**src/rtl/fanpwm_pkg.sv**
```systemverilog
// Shared constants, register layouts and the divisor calculation of the
// fan PWM generator. Assumes the base tick rates are non-zero.
package fanpwm_pkg;

    localparam int unsigned DUTY_W      = 6;
    localparam int unsigned PHASE_STEPS = 1 << DUTY_W;
    localparam int unsigned RATE_CODES  = 8;

    // Per-channel fan register, bit 7 down to bit 0.
    typedef struct packed {
        logic              clk_sel;
        logic [DUTY_W-1:0] duty;
        logic              force_hi;
    } fan_cfg_t;

    // Three-bit rate selection of one channel.
    typedef struct packed {
        logic mult;
        logic src;
        logic sel;
    } rate_code_t;

    // Clock cycles per phase tick for one rate code (never below 1).
    function automatic int unsigned tick_divisor(
        input int unsigned clk_hz,
        input int unsigned fast_hz,
        input int unsigned slow_hz,
        input int unsigned code
    );
        longint unsigned base;
        longint unsigned num;
        longint unsigned den;
        longint unsigned quo;
        base = ((code >> 1) & 1) != 0 ? longint'(slow_hz) : longint'(fast_hz);
        num  = 2 * longint'(clk_hz);
        den  = base * (((code >> 2) & 1) != 0 ? 2 : 1) * ((code & 1) != 0 ? 3 : 2);
        quo  = (den == 0) ? 1 : num / den;
        return (quo == 0) ? 1 : int'(quo);
    endfunction

endpackage

```
**src/rtl/fanpwm_regs.sv**
```systemverilog
// Register file of the fan PWM generator: one fan register per channel
// at consecutive addresses, and one shared control register.
// Assumes N_CH <= 4 so the control bits fit in one data byte.
module fanpwm_regs
    import fanpwm_pkg::*;
#(
    parameter int unsigned N_CH          = 2,
    parameter int unsigned ADDR_W        = 8,
    parameter int unsigned DATA_W        = 8,
    parameter int unsigned FAN_BASE_ADDR = 'h56,
    parameter int unsigned CTRL_ADDR     = 'h58
) (
    input  logic                 clk,
    input  logic                 rst_n,
    input  logic                 wr_en,
    input  logic                 rd_en,
    input  logic [ADDR_W-1:0]    addr,
    input  logic [DATA_W-1:0]    wdata,
    output logic [DATA_W-1:0]    rdata,
    output fan_cfg_t [N_CH-1:0]  fan_cfg,
    output logic [2*N_CH-1:0]    ctrl_cfg
);

    localparam int unsigned CTRL_W = 2 * N_CH;

    logic [DATA_W-1:0] rd_mux;
    logic              ctrl_hit;

    assign ctrl_hit = (addr == ADDR_W'(CTRL_ADDR));

    // One write port per fan register.
    for (genvar ch = 0; ch < N_CH; ch++) begin : g_fan
        logic fan_hit;
        assign fan_hit = (addr == ADDR_W'(FAN_BASE_ADDR + ch));

        // Capture the written byte when this channel's address matches.
        always_ff @(posedge clk) begin
            if (!rst_n) begin
                fan_cfg[ch] <= '0;
            end else if (wr_en && fan_hit) begin
                fan_cfg[ch] <= fan_cfg_t'(wdata[$bits(fan_cfg_t)-1:0]);
            end
        end
    end

    // Capture the implemented low bits of the control register.
    always_ff @(posedge clk) begin
        if (!rst_n) begin
            ctrl_cfg <= '0;
        end else if (wr_en && ctrl_hit) begin
            ctrl_cfg <= wdata[CTRL_W-1:0];
        end
    end

    // Select the addressed register; unmapped addresses give zero.
    always_comb begin
        rd_mux = '0;
        for (int ch = 0; ch < int'(N_CH); ch++) begin
            if (addr == ADDR_W'(FAN_BASE_ADDR + ch)) begin
                rd_mux = DATA_W'(fan_cfg[ch]);
            end
        end
        if (ctrl_hit) begin
            rd_mux = DATA_W'(ctrl_cfg);
        end
    end

    // Register the read data one cycle after the request.
    always_ff @(posedge clk) begin
        if (!rst_n) begin
            rdata <= '0;
        end else if (rd_en) begin
            rdata <= rd_mux;
        end
    end

endmodule

```
**src/rtl/fanpwm_prescaler.sv**
```systemverilog
// Divides the system clock down to the phase tick rate of one channel.
// Holds one limit per rate code. Assumes the code only changes in the
// cycle of a tick, so the counter always restarts from zero after a change.
module fanpwm_prescaler
    import fanpwm_pkg::*;
#(
    parameter int unsigned CLK_HZ       = 24_000_000,
    parameter int unsigned FAST_TICK_HZ = 1_000_000,
    parameter int unsigned SLOW_TICK_HZ = 2_560
) (
    input  logic       clk,
    input  logic       rst_n,
    input  rate_code_t code,
    output logic       tick
);

    localparam int unsigned DIV_SLOW = tick_divisor(CLK_HZ, FAST_TICK_HZ, SLOW_TICK_HZ, 2);
    localparam int unsigned DIV_FAST = tick_divisor(CLK_HZ, FAST_TICK_HZ, SLOW_TICK_HZ, 0);
    localparam int unsigned MAX_DIV  = (DIV_SLOW > DIV_FAST) ? DIV_SLOW : DIV_FAST;
    localparam int unsigned CNT_W    = $clog2(MAX_DIV + 1);

    logic [CNT_W-1:0] limit [RATE_CODES];
    logic [CNT_W-1:0] cnt;

    // Terminal count for every rate code, fixed at elaboration.
    for (genvar c = 0; c < RATE_CODES; c++) begin : g_limit
        assign limit[c] = CNT_W'(tick_divisor(CLK_HZ, FAST_TICK_HZ, SLOW_TICK_HZ, c) - 1);
    end

    assign tick = (cnt == limit[3'(code)]);

    // Count clock cycles and restart at the terminal count.
    always_ff @(posedge clk) begin
        if (!rst_n) begin
            cnt <= '0;
        end else if (tick) begin
            cnt <= '0;
        end else begin
            cnt <= cnt + 1'b1;
        end
    end

endmodule

```
**src/rtl/fanpwm_channel.sv**
```systemverilog
// One PWM channel. A 6-bit phase counter steps once per prescaler tick.
// Duty and rate are copied from the requested values only at the phase
// wrap, so a period always completes with one setting. The force bit
// bypasses the comparison at once.
module fanpwm_channel
    import fanpwm_pkg::*;
#(
    parameter int unsigned CLK_HZ       = 24_000_000,
    parameter int unsigned FAST_TICK_HZ = 1_000_000,
    parameter int unsigned SLOW_TICK_HZ = 2_560
) (
    input  logic       clk,
    input  logic       rst_n,
    input  fan_cfg_t   cfg,
    input  rate_code_t code_req,
    output logic       pwm
);

    logic              tick;
    logic              wrap;
    logic [DUTY_W-1:0] phase;
    logic [DUTY_W-1:0] act_duty;
    rate_code_t        act_code;

    fanpwm_prescaler #(
        .CLK_HZ       (CLK_HZ),
        .FAST_TICK_HZ (FAST_TICK_HZ),
        .SLOW_TICK_HZ (SLOW_TICK_HZ)
    ) u_presc (
        .clk   (clk),
        .rst_n (rst_n),
        .code  (act_code),
        .tick  (tick)
    );

    assign wrap = (phase == DUTY_W'(PHASE_STEPS - 1));

    // Advance the phase; at the wrap load the pending duty and rate.
    always_ff @(posedge clk) begin
        if (!rst_n) begin
            phase    <= '0;
            act_duty <= '0;
            act_code <= '0;
        end else if (tick) begin
            if (wrap) begin
                phase    <= '0;
                act_duty <= cfg.duty;
                act_code <= code_req;
            end else begin
                phase <= phase + 1'b1;
            end
        end
    end

    // High during the first act_duty steps, or always when forced.
    always_comb begin
        pwm = cfg.force_hi | (phase < act_duty);
    end

endmodule

```
**src/rtl/fan_pwm_dual.sv**
```systemverilog
// Top of the fan PWM generator: a register file and one PWM channel per
// fan. Channel ch takes its rate code from control bits N_CH+ch and ch
// and from bit 7 of its fan register. Assumes one clock and synchronous
// active-low reset.
module fan_pwm_dual
    import fanpwm_pkg::*;
#(
    parameter int unsigned N_CH          = 2,
    parameter int unsigned CLK_HZ        = 24_000_000,
    parameter int unsigned FAST_TICK_HZ  = 1_000_000,
    parameter int unsigned SLOW_TICK_HZ  = 2_560,
    parameter int unsigned FAN_BASE_ADDR = 'h56,
    parameter int unsigned CTRL_ADDR     = 'h58
) (
    input  logic            clk,
    input  logic            rst_n,
    input  logic            wr_en,
    input  logic            rd_en,
    input  logic [7:0]      addr,
    input  logic [7:0]      wdata,
    output logic [7:0]      rdata,
    output logic [N_CH-1:0] fan_out
);

    fan_cfg_t [N_CH-1:0]   fan_cfg;
    logic     [2*N_CH-1:0] ctrl_cfg;

    fanpwm_regs #(
        .N_CH          (N_CH),
        .ADDR_W        (8),
        .DATA_W        (8),
        .FAN_BASE_ADDR (FAN_BASE_ADDR),
        .CTRL_ADDR     (CTRL_ADDR)
    ) u_regs (
        .clk      (clk),
        .rst_n    (rst_n),
        .wr_en    (wr_en),
        .rd_en    (rd_en),
        .addr     (addr),
        .wdata    (wdata),
        .rdata    (rdata),
        .fan_cfg  (fan_cfg),
        .ctrl_cfg (ctrl_cfg)
    );

    for (genvar ch = 0; ch < N_CH; ch++) begin : g_ch
        rate_code_t code_req;

        assign code_req.mult = ctrl_cfg[N_CH + ch];
        assign code_req.src  = ctrl_cfg[ch];
        assign code_req.sel  = fan_cfg[ch].clk_sel;

        fanpwm_channel #(
            .CLK_HZ       (CLK_HZ),
            .FAST_TICK_HZ (FAST_TICK_HZ),
            .SLOW_TICK_HZ (SLOW_TICK_HZ)
        ) u_chan (
            .clk      (clk),
            .rst_n    (rst_n),
            .cfg      (fan_cfg[ch]),
            .code_req (code_req),
            .pwm      (fan_out[ch])
        );
    end

endmodule

```
**config.mk**
```make
export PLATFORM = sky130hd
export DESIGN_NAME = fan_pwm_dual
export DESIGN_NICKNAME = d
export VERILOG_FILES = /design/src/rtl/fanpwm_pkg.sv /design/src/rtl/fanpwm_regs.sv /design/src/rtl/fanpwm_prescaler.sv /design/src/rtl/fanpwm_channel.sv /design/src/rtl/fan_pwm_dual.sv
export SDC_FILE = /design/constraint.sdc
export NUM_CORES = 1
export LEC_CHECK = 0
export BUFFER_PORTS_ARGS = -buffer_cell sky130_fd_sc_hd__buf_2
export CAP_MARGIN = 10
export CORE_AREA = 4 4 92 94
export DETAILED_ROUTE_END_ITERATION = 7
export DIE_AREA = 0 0 96 98
export GPL_TIMING_DRIVEN = 0
export MAX_ROUTING_LAYER = met4
export PLACE_DENSITY_LB_ADDON = 0.3
export SLEW_MARGIN = 20
export SYNTH_ARGS = -nofsm -noshare
export SYNTH_HDL_FRONTEND = slang
export SYNTH_SLANG_ARGS = --single-unit
```
**constraint.sdc**
```tcl
create_clock -name clk -period 2.5 [get_ports clk]
set_input_delay 0.25 -clock clk [delete_from_list [all_inputs] [get_ports clk]]
set_output_delay 0.25 -clock clk [all_outputs]
set_load 0.02 [all_outputs]
```
Word level (Yosys, flattened, before mapping)
Memories as Yosys holds them, arrays and structs flattened.
Cells that the tools add are included.
{"block": "word_totals", "reg_bits": 86, "latchBits": 0, "ram_bits": 0, "romBits": 224, "inputBits": 20, "out_inout_bits": 10, "wordCells": 58, "memories": 2}
{"name": "(no name shown)", "depth": 8, "word_bits": 14, "rd": 1, "rd_ports_with_merged_regs": 0, "write_ports": 0, "line_no": "fanpwm_prescaler.sv:30", "source": "assign tick = (cnt == limit[3'(code)]);"}
{"name": "(no name shown)", "depth": 8, "word_bits": 14, "rd": 1, "rd_ports_with_merged_regs": 0, "write_ports": 0, "line_no": "fanpwm_prescaler.sv:30"}
{"block": "classes", "addsub": 4, "multipliers": 0, "n_div": 0, "n_lt_le_gt_ge": 4, "n_eq_ne": 7, "shift": 0, "n_mux": 9, "bitwise": 5, "reduce_logical": 7}
{"op": "$mux 14", "count": 4}
{"op": "$add 14x1->14 const B", "count": 2}
{"op": "$eq 14x14->1", "count": 2}
{"op": "$eq 8x7->1 const B", "count": 3}
{"op": "$mux 8", "count": 3}
{"op": "$add 6x1->6 const B", "count": 2}
{"op": "$eq 6x6->1 const B", "count": 2}
{"op": "$lt 6x6->1", "count": 2}
{"op": "$mux 6", "count": 2}
{"op": "$ge 4x4->1 const B", "count": 2}
{"op": "$not 3->4", "count": 2}
{"op": "$reduce_and 2->1", "count": 2}
{"op": "$reduce_or 2->1", "count": 2}
{"op": "$logic_and 1x1->1", "count": 3}
{"op": "$or 1x1->1", "count": 2}
{"op": "$not 1->1", "count": 1}

Logic depth before layout (Yosys ltp)
{"block": "logic_depth", "word_depth": 6, "mapped_depth": 9, "ltp_nobuf": 8}

Modules after synthesis
A second synthesis with hierarchy kept.
{"block": "unflattened", "cells_unflattened": 525, "hier_area_um2": 4633.2}
{"mod": "fanpwm_channel", "instances": 2, "cells_each": 84, "area_each_um2": 752.0, "seq_area_each_um2": 300.3}
{"mod": "fanpwm_regs", "instances": 1, "cells_each": 120, "area_each_um2": 1202.4, "seq_area_each_um2": 560.5}
{"mod": "fanpwm_prescaler (g_ch[0].u_chan.u_presc)", "instances": 1, "cells_each": 115, "area_each_um2": 967.2, "seq_area_each_um2": 280.3}
{"mod": "fanpwm_prescaler (g_ch[1].u_chan.u_presc)", "instances": 1, "cells_each": 122, "area_each_um2": 959.7, "seq_area_each_um2": 280.3}

Least setup slack after synthesis
No wires, ideal clock.
{"block": "synth_timing", "path_kind": "register to register", "start": "register g_ch[1].u_chan.u_presc.cnt[2]", "end": "register g_ch[1].u_chan.act_code[0] in the netlist's numbering", "setup_ns": 0.116, "arrival_ns": 1.907, "required_time_ns": 2.384, "path_slack_ns": 0.477, "path_stages_with_launch": 10, "n_path_buf": 2, "synth_period_minus_slack_ns": 2.023, "path_cell_list": "dfxtp_1 buf_2 nor2b_1 a21o_1 a222oi_1 nor4_2 nand4_1 buf_6 mux2i_1 nor2b_1"}
{"block": "synth_between", "elab_chain_len": 2}
{"element": "start, declared", "line_no": "fanpwm_prescaler.sv:23", "source": "logic [CNT_W-1:0] cnt;"}
{"element": "start signal, assigned", "line_no": "fanpwm_prescaler.sv:39", "source": "cnt <= cnt + 1'b1;"}
{"element": "$eq 14x14->1", "line_no": "fanpwm_prescaler.sv:30"}
{"element": "$reduce_and 2->1 (no line)"}
{"element": "end signal, assigned", "line_no": "fanpwm_channel.sv:48", "source": "act_code <= code_req;"}
{"element": "end, declared", "line_no": "fanpwm_channel.sv:23", "source": "rate_code_t act_code;"}
No other way between the ends.
A chain may end at the register's enable or synchronous reset.

Worst setup path after layout
{"block": "layout_timing", "start": "register g_ch[1].u_chan.act_duty[1]", "end": "output fan_out[1]"}
{"block": "layout_between", "elab_chain_len": 2}
{"element": "start, declared", "line_no": "fanpwm_channel.sv:22", "source": "logic [DUTY_W-1:0] act_duty;"}
{"element": "start signal, assigned", "line_no": "fanpwm_channel.sv:47", "source": "act_duty <= cfg.duty;"}
{"element": "$lt 6x6->1", "line_no": "fanpwm_channel.sv:57", "source": "pwm = cfg.force_hi | (phase < act_duty);"}
{"element": "$or 1x1->1", "line_no": "fanpwm_channel.sv:57"}
{"element": "end, declared", "line_no": "fan_pwm_dual.sv:22", "source": "output logic [N_CH-1:0] fan_out"}
No other way between the ends.

==> key figures <==
Power and ir drop
  • Net Sw Power: 0.6199 mW
  • Pwr Total: 2.725 mW
  • Static Leak: 1.968 nW
  • Peak VDD IR: 0.4027 mV
  • P_int: 2.105 mW
  • Comb power frac: 5.0%
  • Clock share of power: 43.8%
  • Sw Share: 22.74%
  • Power per cell area: 546.7 mW/mm²
  • Part of the power in registers: 51.2%

Clock network
  • Num Clock Sinks: 86
  • Clk Tree Root Cell: clkbuf_8
  • Later-pin clock latency in the skew report: 0.37 ns
  • Hold-fix buffer count after cts: 0
  • Clk buf depth: 2
  • Clk pin slew, worst setup/hold paths: 0.09 ns
  • CTS tree: yes
  • H-tree levels: 3
  • CTS Buf Count: 9

Placement
  • Hpwl dp: 6.961 mm
  • Routability Congestion: 0.8692
  • PortBufs: 28

Detailed routing
  • Pre-antenna DRT Iters: 6
  • Routed WL: 9.460 mm
  • Via count: 3726
  • Routed len/inst: 14.36 µm
  • Initial DRC Count: 163
  • Final ANT Viol Nets: 0
  • Via density: 5.654
  • Residual DRC: 0

Logic synthesis
  • Share of the synthesized area in the top cell type: 38.72%
  • Avg Synthesized Cell Area: 8.685 µm²
  • Synth async-reset ratio: 0%
  • Top post-synthesis cells by area: dfxtp_1 (39%), nand2_1 (6.2%), ha_1 (3.9%), nand3_1 (3.9%), nor2_1 (3.7%)
  • Register area share after synthesis: 38.72%
  • Post-synth top area cell: dfxtp_1
  • Mapped Area: 0.004447 mm²
  • Synthesized Nets: 546
  • Main synth FF type: dfxtp_1
  • Synth cell types: 56
  • Post-synth EDFFs: 0
  • Cells after Synth: 512
  • FF+latch count, synth: 86
  • Yosys warns: 0

Global routing
  • Number of global-route vias before repair: 3442
  • Global routing's busiest layer: met2
  • M1 GR Usage: 28.39%
  • Met3 usage: 5.085%
  • Initial antenna violation count: 0
  • Met2 GRT Util: 33.72%
  • First-pass GRT wire length: 16.01 mm
  • Largest net degree at the start of global routing: 16
  • All-layer global routing usage: 21.87%
  • GRT overflow: 0

Final layout
  • Final #Nets: 586
  • Fillers: 660
  • Fraction of layout cells with a size suffix above 1: 15.44%
  • Most frequent cells in the layout: dfxtp_1 (82), nand2_1 (73), nor2_1 (44)
  • Antenna Cells: 0
  • Most common cell after layout, fill and taps aside: dfxtp_1
  • Area Growth Syn to Fin: 12.10%

STA
  • Slew Viols, Final: 0
  • Fin crit share: 96.34%
  • Final min period: 2.408 ns
  • Worst Skew: 0.01173 ns
  • Max-slew headroom: 41.41%
  • RSZ-0062 raised after global routing: true
  • Setup tns final: 0 ns
  • Setup violations, final: 0
  • Fmax: 0.4152 GHz
  • Slew @ Worst Pin: 0.8717 ns
  • Final Hold Fails: 0

Worst setup path
  • CP Data Arrival Time: 2.16 ns
  • Slowest cell on the critical path: dfxtp_2
  • Worst path max stage delay: 0.33 ns
  • CP Max Fanout: 2
  • Crit end category: output port
  • Setup CP Type: reg2out
  • Setup crit start kind: flop
  • WP data required: 2.25 ns
  • Critical path cell sequence: inv_1, ha_1, a21o_1, a21o_1, a21o_1, a21o_1, a21oi_2, or2_2, buf_4, buf_4
  • Most frequent CP cell: a21o_1

Floorplan
  • Initial Util: 58.15%
  • DIE AREA: 0.009408 mm²
  • Core Footprint: 0.007647 mm²
  • FP Rows: 32
  • Die H: 98 µm
  • IO Pins: 30
  • Horiz. Die Dim: 96 µm

Hold path
  • HP Class: in2reg

Job
  • Max cap viols: 0

Run status
  • Status: complete, no violations
[power groups by stage]
stage                     registers [mW]  clock network [mW]  logic, mW
after floorplan                     1.43                   0     0.0808
after global placement              1.43                   0      0.132
after detailed placement            1.43                   0      0.136
after CTS                           1.39                1.22      0.137
after global routing                1.40                1.28      0.152
final                               1.39                1.19      0.138
[stage by stage]
stage          cells  instance area [µm²]  setup WS [ns]  hold slack (ns)  utilization, %
6_report         659                 4985        0.09154           0.1399           65.18
5_1_grt          659                 4985      -0.004832           0.1394           65.18
4_1_cts          658                 4964      0.0008076           0.1359           64.91
3_5_place_dp     642                 4715         0.1672           0.4620           61.65
3_3_place_gp     642                 4715         0.2339           0.4607           61.65
2_1_floorplan    512                 4447         0.4770           0.3949               -
[flip-flops by register name (all words and copies together) (netlist names)]
signal,cells
g_ch.u_chan.act_code,6
g_ch.u_chan.act_duty,12
g_ch.u_chan.phase,12
g_ch.u_chan.u_presc.cnt,28
u_regs.ctrl_cfg,4
u_regs.fan_cfg,16
u_regs.rdata,8
[cell usage after synthesis, drive strengths merged, types with 10 or more instances]
cell type / number
dfxtp: 86
nand2: 74
ha: 14
buf: 15
and3: 11
a21o: 10
mux2i: 12
nor2b: 16
a21boi: 21
o21ai: 12
clkbuf: 12
inv: 18
nor2: 44
nand3: 36
xor2: 18
xnor2: 16
a21oi: 10
[area by class of cell]
cell class                 count  area [µm²]  area share (%)
multi-input combinational    381        2525           50.65
sequential                    86        1727           34.64
timing repair buffer          29       152.6           3.062
buffer                        27       140.1           2.811
tap                          102       127.6           2.560
clock buffer                   9       123.9           2.485
clock inverter                 7       121.4           2.435
inverter                      18       67.56           1.355
[worst paths after layout]
path                                 startpoint                             to  slack [ns]  cells past startpoint
hold / removal                         wdata[6]              u_regs.fan_cfg[6]        0.14                      3
hold reg to reg      g_ch[0].u_chan.act_duty[5]     g_ch[0].u_chan.act_duty[5]        0.48                      2
setup reg to reg  g_ch[1].u_chan.u_presc.cnt[7]  g_ch[1].u_chan.u_presc.cnt[7]        0.16                      7
setup / recovery     g_ch[1].u_chan.act_duty[1]                     fan_out[1]        0.09                     10
[repair_timing]
| action | 4_1_cts | 5_1_grt |
|---|---|---|
| cloned | 0 | 0 |
| buffers inserted | 0 | 1 |
| pin swaps | 0 | 1 |
| gates resized for setup | 1 | 8 |
| setup endpoints to repair | 1 | 8 |
[layer usage]
layer	vias to the layer above	part of all wire, %
met1	1759	47
met5	-	0
met4	0	1.9
met3	18	4.1
li1	1866	-
met2	83	47
[worst max-delay path: cells and delay by family, from the launching register on]
kind / cells / cell delay, ns
AOI/OAI and AO/OA: 5 / 0.82
DFF: 1 / 0.33
adders and majority gates: 1 / 0.28
buffers and inverters: 3 / 0.25
and+or+nand+nor: 1 / 0.11
[kinds of logic after synthesis]
group | after synthesis | synth area share (%)
adder cells (fa/ha/maj) | 15 | 4.164
AO/OA/AOI/OAI | 93 | 16.60
buffers and inverters | 45 | 4.671
multiplexers | 12 | 2.701
flip-flops | 86 | 38.72
AND/OR/NAND/NOR | 227 | 26.28
XOR/XNOR | 34 | 6.866
Power figures use the tool's default switching activity.
